`src/rtl/stride_prof_pkg.sv`:
```
package stride_prof_pkg;

  typedef enum logic [1:0] {
    CLS_NONE   = 2'd0,
    CLS_STRONG = 2'd1,
    CLS_PHASED = 2'd2,
    CLS_WEAK   = 2'd3
  } loadClass_e;

  // strobes from control to datapath
  typedef struct packed {
    logic wipe;
    logic prime;
    logic takeStride;
    logic takeDiff;
    logic snap;
  } profStrobes_t;

endpackage

```
`src/rtl/stride_prof_ctrl.sv`:
```
module stride_prof_ctrl
  import stride_prof_pkg::*;
(
  input  logic         clk,
  input  logic         rstN,
  input  logic         clear,
  input  logic         addrValid,
  input  logic         endWindow,
  output profStrobes_t strobes,
  output logic         reportValid
);

  logic havePrev;
  logic haveStride;

  always_comb begin
    strobes.wipe       = clear;
    strobes.snap       = endWindow && !clear;
    strobes.prime      = addrValid && !clear && !havePrev;
    strobes.takeStride = addrValid && !clear && havePrev;
    strobes.takeDiff   = addrValid && !clear && havePrev && haveStride;
  end

  always_ff @(posedge clk) begin
    if (!rstN || clear) begin
      havePrev    <= 1'b0;
      haveStride  <= 1'b0;
      reportValid <= 1'b0;
    end else begin
      if (addrValid) havePrev <= 1'b1;
      if (strobes.takeStride) haveStride <= 1'b1;
      if (endWindow) reportValid <= 1'b1;
    end
  end

endmodule

```
`src/rtl/stride_prof_judge.sv`:
```
module stride_prof_judge
  import stride_prof_pkg::*;
#(
  parameter int CNT_W = 16,
  parameter int SUM_W = 18
) (
  input  logic [CNT_W-1:0] topCnt,
  input  logic [SUM_W-1:0] topSum,
  input  logic [CNT_W-1:0] strideTot,
  input  logic [CNT_W-1:0] diffTot,
  input  logic [CNT_W-1:0] zeroDiff,
  output loadClass_e       verdict
);

  localparam int WW = SUM_W + 4;

  logic [WW-1:0] top10, sum10, zd10, st7, st3, st2, dt3, dtW;
  logic isStrong, isPhased, isWeak;

  // x*10 = x*8 + x*2, x*7 = x*8 - x, x*3 = x*2 + x
  always_comb begin
    top10 = (WW'(topCnt) << 3) + (WW'(topCnt) << 1);
    sum10 = (WW'(topSum) << 3) + (WW'(topSum) << 1);
    zd10  = (WW'(zeroDiff) << 3) + (WW'(zeroDiff) << 1);
    st7   = (WW'(strideTot) << 3) - WW'(strideTot);
    st3   = (WW'(strideTot) << 1) + WW'(strideTot);
    st2   = WW'(strideTot) << 1;
    dt3   = (WW'(diffTot) << 1) + WW'(diffTot);
    dtW   = WW'(diffTot);

    isStrong = (topCnt != '0) && (top10 >= st7);
    isPhased = (topSum != '0) && (diffTot != '0) && (sum10 >= st3) && (zd10 >= dt3);
    isWeak   = (topCnt != '0) && (diffTot != '0) && (top10 >= st2) && (zd10 >= dtW);

    if (isStrong)      verdict = CLS_STRONG;
    else if (isPhased) verdict = CLS_PHASED;
    else if (isWeak)   verdict = CLS_WEAK;
    else               verdict = CLS_NONE;
  end

endmodule

```
`src/rtl/stride_prof_dp.sv`:
```
module stride_prof_dp
  import stride_prof_pkg::*;
#(
  parameter int ADDR_W     = 32,
  parameter int CNT_W      = 16,
  parameter int LINE_BYTES = 64,
  parameter int ENTRIES    = 4,
  parameter int SUM_W      = 18
) (
  input  logic              clk,
  input  logic              rstN,
  input  profStrobes_t      strobes,
  input  logic [ADDR_W-1:0] addr,
  input  loadClass_e        verdict,
  output logic [CNT_W-1:0]  curTopCnt,
  output logic [SUM_W-1:0]  curTopSum,
  output logic [CNT_W-1:0]  curStrideTot,
  output logic [CNT_W-1:0]  curDiffTot,
  output logic [CNT_W-1:0]  curZeroDiff,
  output loadClass_e        repClass,
  output logic [ADDR_W-1:0] repTopStride,
  output logic [CNT_W-1:0]  repTopCnt,
  output logic [CNT_W-1:0]  repStrideTot,
  output logic [CNT_W-1:0]  repDiffTot,
  output logic [CNT_W-1:0]  repZeroStride,
  output logic [CNT_W-1:0]  repZeroDiff
);

  localparam int IDX_W = (ENTRIES > 1) ? $clog2(ENTRIES) : 1;
  localparam logic signed [ADDR_W:0] HALF_POS = (ADDR_W+1)'(LINE_BYTES / 2);
  localparam logic signed [ADDR_W:0] HALF_NEG = -HALF_POS;

  logic [ADDR_W-1:0] prevAddr;
  logic [ADDR_W-1:0] prevStride;
  logic [ADDR_W-1:0] stride;
  logic [ADDR_W-1:0] tabStride [ENTRIES];
  logic [CNT_W-1:0]  tabCnt    [ENTRIES];
  logic [ENTRIES-1:0] tabValid;
  logic [ENTRIES-1:0] hitVec;
  logic [CNT_W-1:0]  zeroStride;

  logic             hitAny, freeAny;
  logic [IDX_W-1:0] hitIdx, freeIdx, minIdx, victimIdx, topIdx;

  assign stride = addr - prevAddr;

  for (genvar g = 0; g < ENTRIES; g++) begin : g_match
    logic signed [ADDR_W:0] gap;
    assign gap = $signed({stride[ADDR_W-1], stride}) -
                 $signed({tabStride[g][ADDR_W-1], tabStride[g]});
    assign hitVec[g] = tabValid[g] && (gap < HALF_POS) && (gap > HALF_NEG);
  end

  // lowest-index searches
  always_comb begin
    hitAny  = 1'b0;
    freeAny = 1'b0;
    hitIdx  = '0;
    freeIdx = '0;
    for (int i = ENTRIES - 1; i >= 0; i--) begin
      if (hitVec[i])    begin hitAny  = 1'b1; hitIdx  = IDX_W'(i); end
      if (!tabValid[i]) begin freeAny = 1'b1; freeIdx = IDX_W'(i); end
    end
    minIdx = '0;
    for (int i = 1; i < ENTRIES; i++)
      if (tabCnt[i] < tabCnt[minIdx]) minIdx = IDX_W'(i);
    victimIdx = hitAny ? hitIdx : (freeAny ? freeIdx : minIdx);
  end

  always_comb begin
    topIdx    = '0;
    curTopSum = '0;
    for (int i = 0; i < ENTRIES; i++) begin
      curTopSum = curTopSum + SUM_W'(tabCnt[i]);
      if (tabCnt[i] > tabCnt[topIdx]) topIdx = IDX_W'(i);
    end
    curTopCnt = tabCnt[topIdx];
  end

  always_ff @(posedge clk) begin
    if (!rstN || strobes.wipe) begin
      prevAddr      <= '0;
      prevStride    <= '0;
      tabValid      <= '0;
      curStrideTot  <= '0;
      curDiffTot    <= '0;
      curZeroDiff   <= '0;
      zeroStride    <= '0;
      repClass      <= CLS_NONE;
      repTopStride  <= '0;
      repTopCnt     <= '0;
      repStrideTot  <= '0;
      repDiffTot    <= '0;
      repZeroStride <= '0;
      repZeroDiff   <= '0;
      for (int i = 0; i < ENTRIES; i++) begin
        tabStride[i] <= '0;
        tabCnt[i]    <= '0;
      end
    end else begin
      if (strobes.prime) prevAddr <= addr;
      if (strobes.takeStride) begin
        prevAddr     <= addr;
        prevStride   <= stride;
        curStrideTot <= curStrideTot + CNT_W'(1);
        if (stride == '0) begin
          zeroStride <= zeroStride + CNT_W'(1);
        end else if (hitAny) begin
          tabCnt[victimIdx] <= tabCnt[victimIdx] + CNT_W'(1);
        end else begin
          tabStride[victimIdx] <= stride;
          tabCnt[victimIdx]    <= CNT_W'(1);
          tabValid[victimIdx]  <= 1'b1;
        end
      end
      if (strobes.takeDiff) begin
        curDiffTot <= curDiffTot + CNT_W'(1);
        if (stride == prevStride) curZeroDiff <= curZeroDiff + CNT_W'(1);
      end
      if (strobes.snap) begin
        repClass      <= verdict;
        repTopStride  <= tabStride[topIdx];
        repTopCnt     <= curTopCnt;
        repStrideTot  <= curStrideTot;
        repDiffTot    <= curDiffTot;
        repZeroStride <= zeroStride;
        repZeroDiff   <= curZeroDiff;
      end
    end
  end

endmodule

```
`src/rtl/stride_prof.sv`:
```
module stride_prof
  import stride_prof_pkg::*;
#(
  parameter int ADDR_W     = 32,
  parameter int CNT_W      = 16,
  parameter int LINE_BYTES = 64,
  parameter int ENTRIES    = 4
) (
  input  logic              clk,
  input  logic              rstN,
  input  logic              clear,
  input  logic              endWindow,
  input  logic              addrValid,
  input  logic [ADDR_W-1:0] addr,
  output logic              reportValid,
  output logic [1:0]        loadClass,
  output logic [ADDR_W-1:0] topStride,
  output logic [CNT_W-1:0]  topCount,
  output logic [CNT_W-1:0]  strideTotal,
  output logic [CNT_W-1:0]  diffTotal,
  output logic [CNT_W-1:0]  zeroStrideTotal,
  output logic [CNT_W-1:0]  zeroDiffTotal
);

  localparam int SUM_W = CNT_W + ((ENTRIES > 1) ? $clog2(ENTRIES) : 1);

  profStrobes_t     strobes;
  loadClass_e       verdict, repClass;
  logic [CNT_W-1:0] curTopCnt, curStrideTot, curDiffTot, curZeroDiff;
  logic [SUM_W-1:0] curTopSum;

  stride_prof_ctrl u_ctrl (
    .clk(clk), .rstN(rstN), .clear(clear), .addrValid(addrValid),
    .endWindow(endWindow), .strobes(strobes), .reportValid(reportValid)
  );

  stride_prof_dp #(
    .ADDR_W(ADDR_W), .CNT_W(CNT_W), .LINE_BYTES(LINE_BYTES),
    .ENTRIES(ENTRIES), .SUM_W(SUM_W)
  ) u_dp (
    .clk(clk), .rstN(rstN), .strobes(strobes), .addr(addr), .verdict(verdict),
    .curTopCnt(curTopCnt), .curTopSum(curTopSum), .curStrideTot(curStrideTot),
    .curDiffTot(curDiffTot), .curZeroDiff(curZeroDiff),
    .repClass(repClass), .repTopStride(topStride), .repTopCnt(topCount),
    .repStrideTot(strideTotal), .repDiffTot(diffTotal),
    .repZeroStride(zeroStrideTotal), .repZeroDiff(zeroDiffTotal)
  );

  stride_prof_judge #(.CNT_W(CNT_W), .SUM_W(SUM_W)) u_judge (
    .topCnt(curTopCnt), .topSum(curTopSum), .strideTot(curStrideTot),
    .diffTot(curDiffTot), .zeroDiff(curZeroDiff), .verdict(verdict)
  );

  assign loadClass = repClass;

endmodule

```
`config.mk`:
```
export PLATFORM = sky130hd
export DESIGN_NAME = stride_prof
export DESIGN_NICKNAME = d
export VERILOG_FILES = /design/src/rtl/stride_prof_pkg.sv /design/src/rtl/stride_prof_ctrl.sv /design/src/rtl/stride_prof_judge.sv /design/src/rtl/stride_prof_dp.sv /design/src/rtl/stride_prof.sv
export SDC_FILE = /design/constraint.sdc
export NUM_CORES = 2
export LEC_CHECK = 0
export CAP_MARGIN = 20
export CORE_MARGIN = 1.5
export CORE_UTILIZATION = 31
export CTS_CLUSTER_DIAMETER = 30
export CTS_CLUSTER_SIZE = 10
export DETAILED_ROUTE_END_ITERATION = 12
export GPL_TIMING_DRIVEN = 1
export SETUP_SLACK_MARGIN = 0.4
export SLEW_MARGIN = 10
export SYNTH_ARGS = -nofsm -noshare
export SYNTH_HDL_FRONTEND = slang
export SYNTH_SLANG_ARGS = --single-unit
```
`constraint.sdc`:
```
create_clock -name clk -period 27.8 [get_ports clk]
set_input_delay 8.34 -clock clk [delete_from_list [all_inputs] [get_ports clk]]
set_output_delay 8.34 -clock clk [all_outputs]
set_load 0.02 [all_outputs]
```
==> key figures <==
Critical path
  – CP max stage cell: or4_4
  – Worst path most repeated cell: inv_1
  – Crit. End Element: register
  – Worst Setup EP: u_dp.tabCnt[3][14]
  – CP required: approximately 28 ns
  – CP arrival: 18.00 ns
  – CP Depth: 34
  – Startpoint types: input pin
  – FF-to-FF setup slack: 14.06 ns
  – Top delay family on crit path: compound AO/OA/AOI/OAI gates
  – Worst setup path startpoint: addr[0]
  – Reg2reg start: u_dp.tabCnt[0][10]
  – Max stage delay on crit path: 0.58 ns
  – Reg2reg path depth: 41
  – CP Class: input pin to register
  – Critical Path Fanout Max: 20
  – Worst reg2reg path endpoint: u_dp.repClass[1]
  – CP Buf/Inv Count: 5

Pwr
  – Switching pwr: between 1000 and 1500 uW
  – Maximum VDD drop: 0.0484 mV
  – Comb pwr share: 42.7%
  – Lkg Pwr: 0.0191 uW
  – Switching Fraction: between 30% and 40%
  – Register share of total power: 20.7%
  – Pint: 2120 uW
  – Pwr dens: between 70 and 80 mW/mm^2
  – Clk pwr share: 36.7%

Drt
  – DRT met1 WL: 59800 um
  – DR WL/cell: 19.9 um
  – Met2 Routed Length: 64000 um
  – Antenna violation net count after detailed routing: 0
  – Vias post-DR: 37900
  – DR pass1 iterations: 5
  – Met3 WL post-DR: 8680 um
  – Detail-routed via count per cell: 5.43
  – Detailed-route wire length: around 140000 um
  – DRC viols: 0
  – Top sig layer: met5
  – Starting DRC count in detailed routing: 3319

Floorplanning
  – Starting Density: 31.3%
  – Core area: between 0.1 and 0.15 mm^2
  – Vert. Die Dim: around 360 um
  – DIE AREA: 0.133 mm^2
  – Die X: 365 um
  – FP Rows: 132
  – I/O Pins: 152

Placed design
  – GP Congestion: around 0.97
  – DP Area: between 0.04 and 0.05 mm^2
  – Port Buffers: 151
  – Final HPWL DP: 107000 um
  – DP Cell Count: 6780

Synth
  – Synthesized instance count: 5036
  – Post-synth ARST share: 0%
  – Distinct cell type count after synthesis: 102
  – Cell Area, Synth: 0.0406 mm^2
  – Synth warn: 0
  – Sequential area share after synthesis: 26.5%
  – Mapped Nets: 5550
  – Synth Register Bits: 441
  – Primary FF master, synth: dfxtp_1
  – Syn_area_per_cell: 8.06 um^2
  – Post-synth EDFFs: 192

Timing
  – RSZ-0062 raised after global routing: false
  – Final worst path period share: 62.8%
  – Max Slew Vio Count: 0
  – Slew margin rel.: 23.8%
  – Max Fclk: 57.3 MHz
  – Final hold vios: 0
  – Worst-margin pin slew: 1.13 ns
  – Crit path time final: 17.46 ns
  – Final setup TNS: 0 ns
  – Finish-stage setup viols: 0
  – Clock Skew: around 0.074 ns

Cells and area
  – Utilization after layout: 36.8%
  – Fillers: 13500
  – Non-filler cells, final: 6978
  – Final instance area: 0.0477 mm^2
  – Ant diodes: 0
  – Area growth, synth to finish: 17.6%
  – Share of cells above drive strength 1: under 10%
  – Fin nets: ~5700

Hold path
  – HP Class: register to register

Job
  – MaxCap Viol Count: 0

Global route
  – Global-route wire length before repair: 212000 um
  – Initial antenna violation count: 3
  – Largest net degree at the start of global routing: 84
  – Grt total ovfl: 0
  – Total Routing Usage GR: 20.4%
  – Vias in the first global route: between 30000 and 40000

CTS
  – Post_cts resized: 0
  – CTS tree: built
  – Clock transition at path regs: roughly 0.05 ns
  – Clk_lat worst skew: 0.73 ns
  – Root buffer cell: clkbuf_16
  – CTS sink cnt: 441
  – Clock buffer count from CTS: 106
  – Postcts setup bufs: 0
  – Hold buffer count at CTS: 0
  – # H-tree levels: 3
  – Clk buf depth: 3

Outcome
  – Status: finished, final reports clean
==> power groups by stage <==
| stage | registers [uW] | logic, uW | clock network [uW] |
|---|---|---|---|
| global placement | 727 | 1440 | 0 |
| floorplan | 724 | 1050 | 0 |
| finish | 717 | 1480 | 1270 |
| CTS | 716 | 1460 | 1290 |
| detailed placement | 727 | 1450 | 0 |
| global route | 717 | 1630 | 1320 |
==> routing by layer <==
layer | track usage (%) | up-vias
li1 | - | 18400
met1 | 26.1 | 17800
met2 | 33.9 | 1343
met3 | 3.02 | 298
met4 | 9.10 | 4
met5 | 0.0726 | -
==> worst min path at each step <==
stage,slack (ns),startpoint,cells after the start,end
after floorplan,0.43,u_ctrl.haveStride,2,u_ctrl.haveStride
after global placement,0.44,u_ctrl.haveStride,2,u_ctrl.haveStride
after detailed placement,0.45,u_ctrl.haveStride,2,u_ctrl.haveStride
after CTS,0.46,u_dp.prevStride[18],2,u_dp.prevStride[18]
after global routing,0.49,u_dp.prevStride[18],2,u_dp.prevStride[18]
final,0.46,u_ctrl.haveStride,2,u_ctrl.haveStride
==> through the flow <==
stage | hold WS (ns) | total power [uW] | setup slack, ns
finish | 0.459 | 3470 | 10.34
global route | 0.491 | 3680 | 9.61
CTS | 0.463 | 3470 | 10.52
detailed placement | 0.452 | 2180 | 9.80
global placement | 0.444 | 2160 | 9.84
floorplan | 0.432 | 1770 | 10.89
==> cells by family after synthesis <==
family,count (synthesis),synth area share [%]
AO/OA/AOI/OAI,1247,20.3
XOR/XNOR,293,6.55
adder cells (fa/ha/maj),477,15.2
buffers and inverters,680,6.35
flip-flops,441,26.5
multiplexers,178,4.46
AND/OR/NAND/NOR,1720,20.6
==> final cells by class <==
cell class                 instances  area, um^2  share of cell area (%)
multi-input combinational       3915       27400                    57.4
sequential                       441       10800                    22.5
clock buffer                     136        2940                    6.15
tap                             1742        2180                    4.57
timing repair buffer             200        1870                    3.92
inverter                         483        1810                    3.80
clock inverter                    61         790                    1.65
==> synthesized netlist by cell type, types with 15 or more instances <==
cell      number  share of area, %
o21a_1        61               1.1
nor2_1       673               6.2
fa_1          28               1.4
buf_1         25              0.23
and4_1        17              0.37
mux2_2        22              0.61
nand3_1      116               1.4
nor2b_1       58              0.89
and2_1        28              0.43
nor3_1       127               1.6
or3_1         51              0.79
a21o_1       101               1.9
nand2_1      289               2.7
nor3b_1       15              0.28
xnor2_1      221               4.8
mux2i_1      156               3.8
nand2b_1      40              0.62
ha_1         449                14
nand4_1       93               1.4
o22ai_1       28              0.43
xor2_1        65               1.4
a21oi_1      356               4.4
or4_1         23              0.43
nor4_1        50              0.77
and3_1        32              0.49
o21ai_0      182               2.2
a211oi_1     158               2.9
o21bai_1      53              0.98
o211ai_1      40              0.74
inv_1        482               4.5
a31oi_1       32              0.49
a21boi_0      15              0.28
dfxtp_1      249                12
edfxtp_1     192                14
o31ai_1       22              0.41
clkbuf_1     158               1.5
or2_2         31              0.48
==> worst register-to-register path, delay by kind of cell, from the launching register on <==
family / cells / cell delay [ns]
simple gates: 10 / 2.13
compound gates: 18 / 6.21
mux: 2 / 0.88
flops: 1 / 0.52
buf+inv: 6 / 2.24
fa+ha+maj: 5 / 1.70
==> sequential cells by signal, summed over array words and instances, names as in the netlist <==
register	count
u_dp.curStrideTot	16
u_dp.tabStride	128
u_dp.repDiffTot	16
u_dp.repStrideTot	16
u_dp.prevAddr	32
u_dp.repTopStride	32
u_dp.curZeroDiff	16
u_dp.zeroStride	16
u_dp.tabCnt	64
u_dp.tabValid	4
u_dp.curDiffTot	16
u_dp.repZeroStride	16
u_ctrl.havePrev	1
u_dp.repZeroDiff	16
u_dp.repClass	2
u_dp.prevStride	32
u_ctrl.haveStride	1
u_ctrl.reportValid	1
u_dp.repTopCnt	16
==> placed cells by master, fill, tap and decap left out, drive strengths merged, types with 32 or more instances in the layout <==
master	instances
nand3	116
o21bai	55
a21oi	356
nor2	674
o211ai	40
a21o	101
o21a	62
buf	50
a31oi	33
xor2	66
clkbuf	137
nor3	127
and3	32
mux2i	156
inv	494
nand2b	40
o21ai	189
ha	449
dfxtp	249
clkdlybuf4s50	149
a211oi	159
xnor2	221
or2	35
nor4	52
or3	51
nor2b	58
nand2	289
edfxtp	192
nand4	93
No activity file was read; power rests on OpenSTA's default activity.
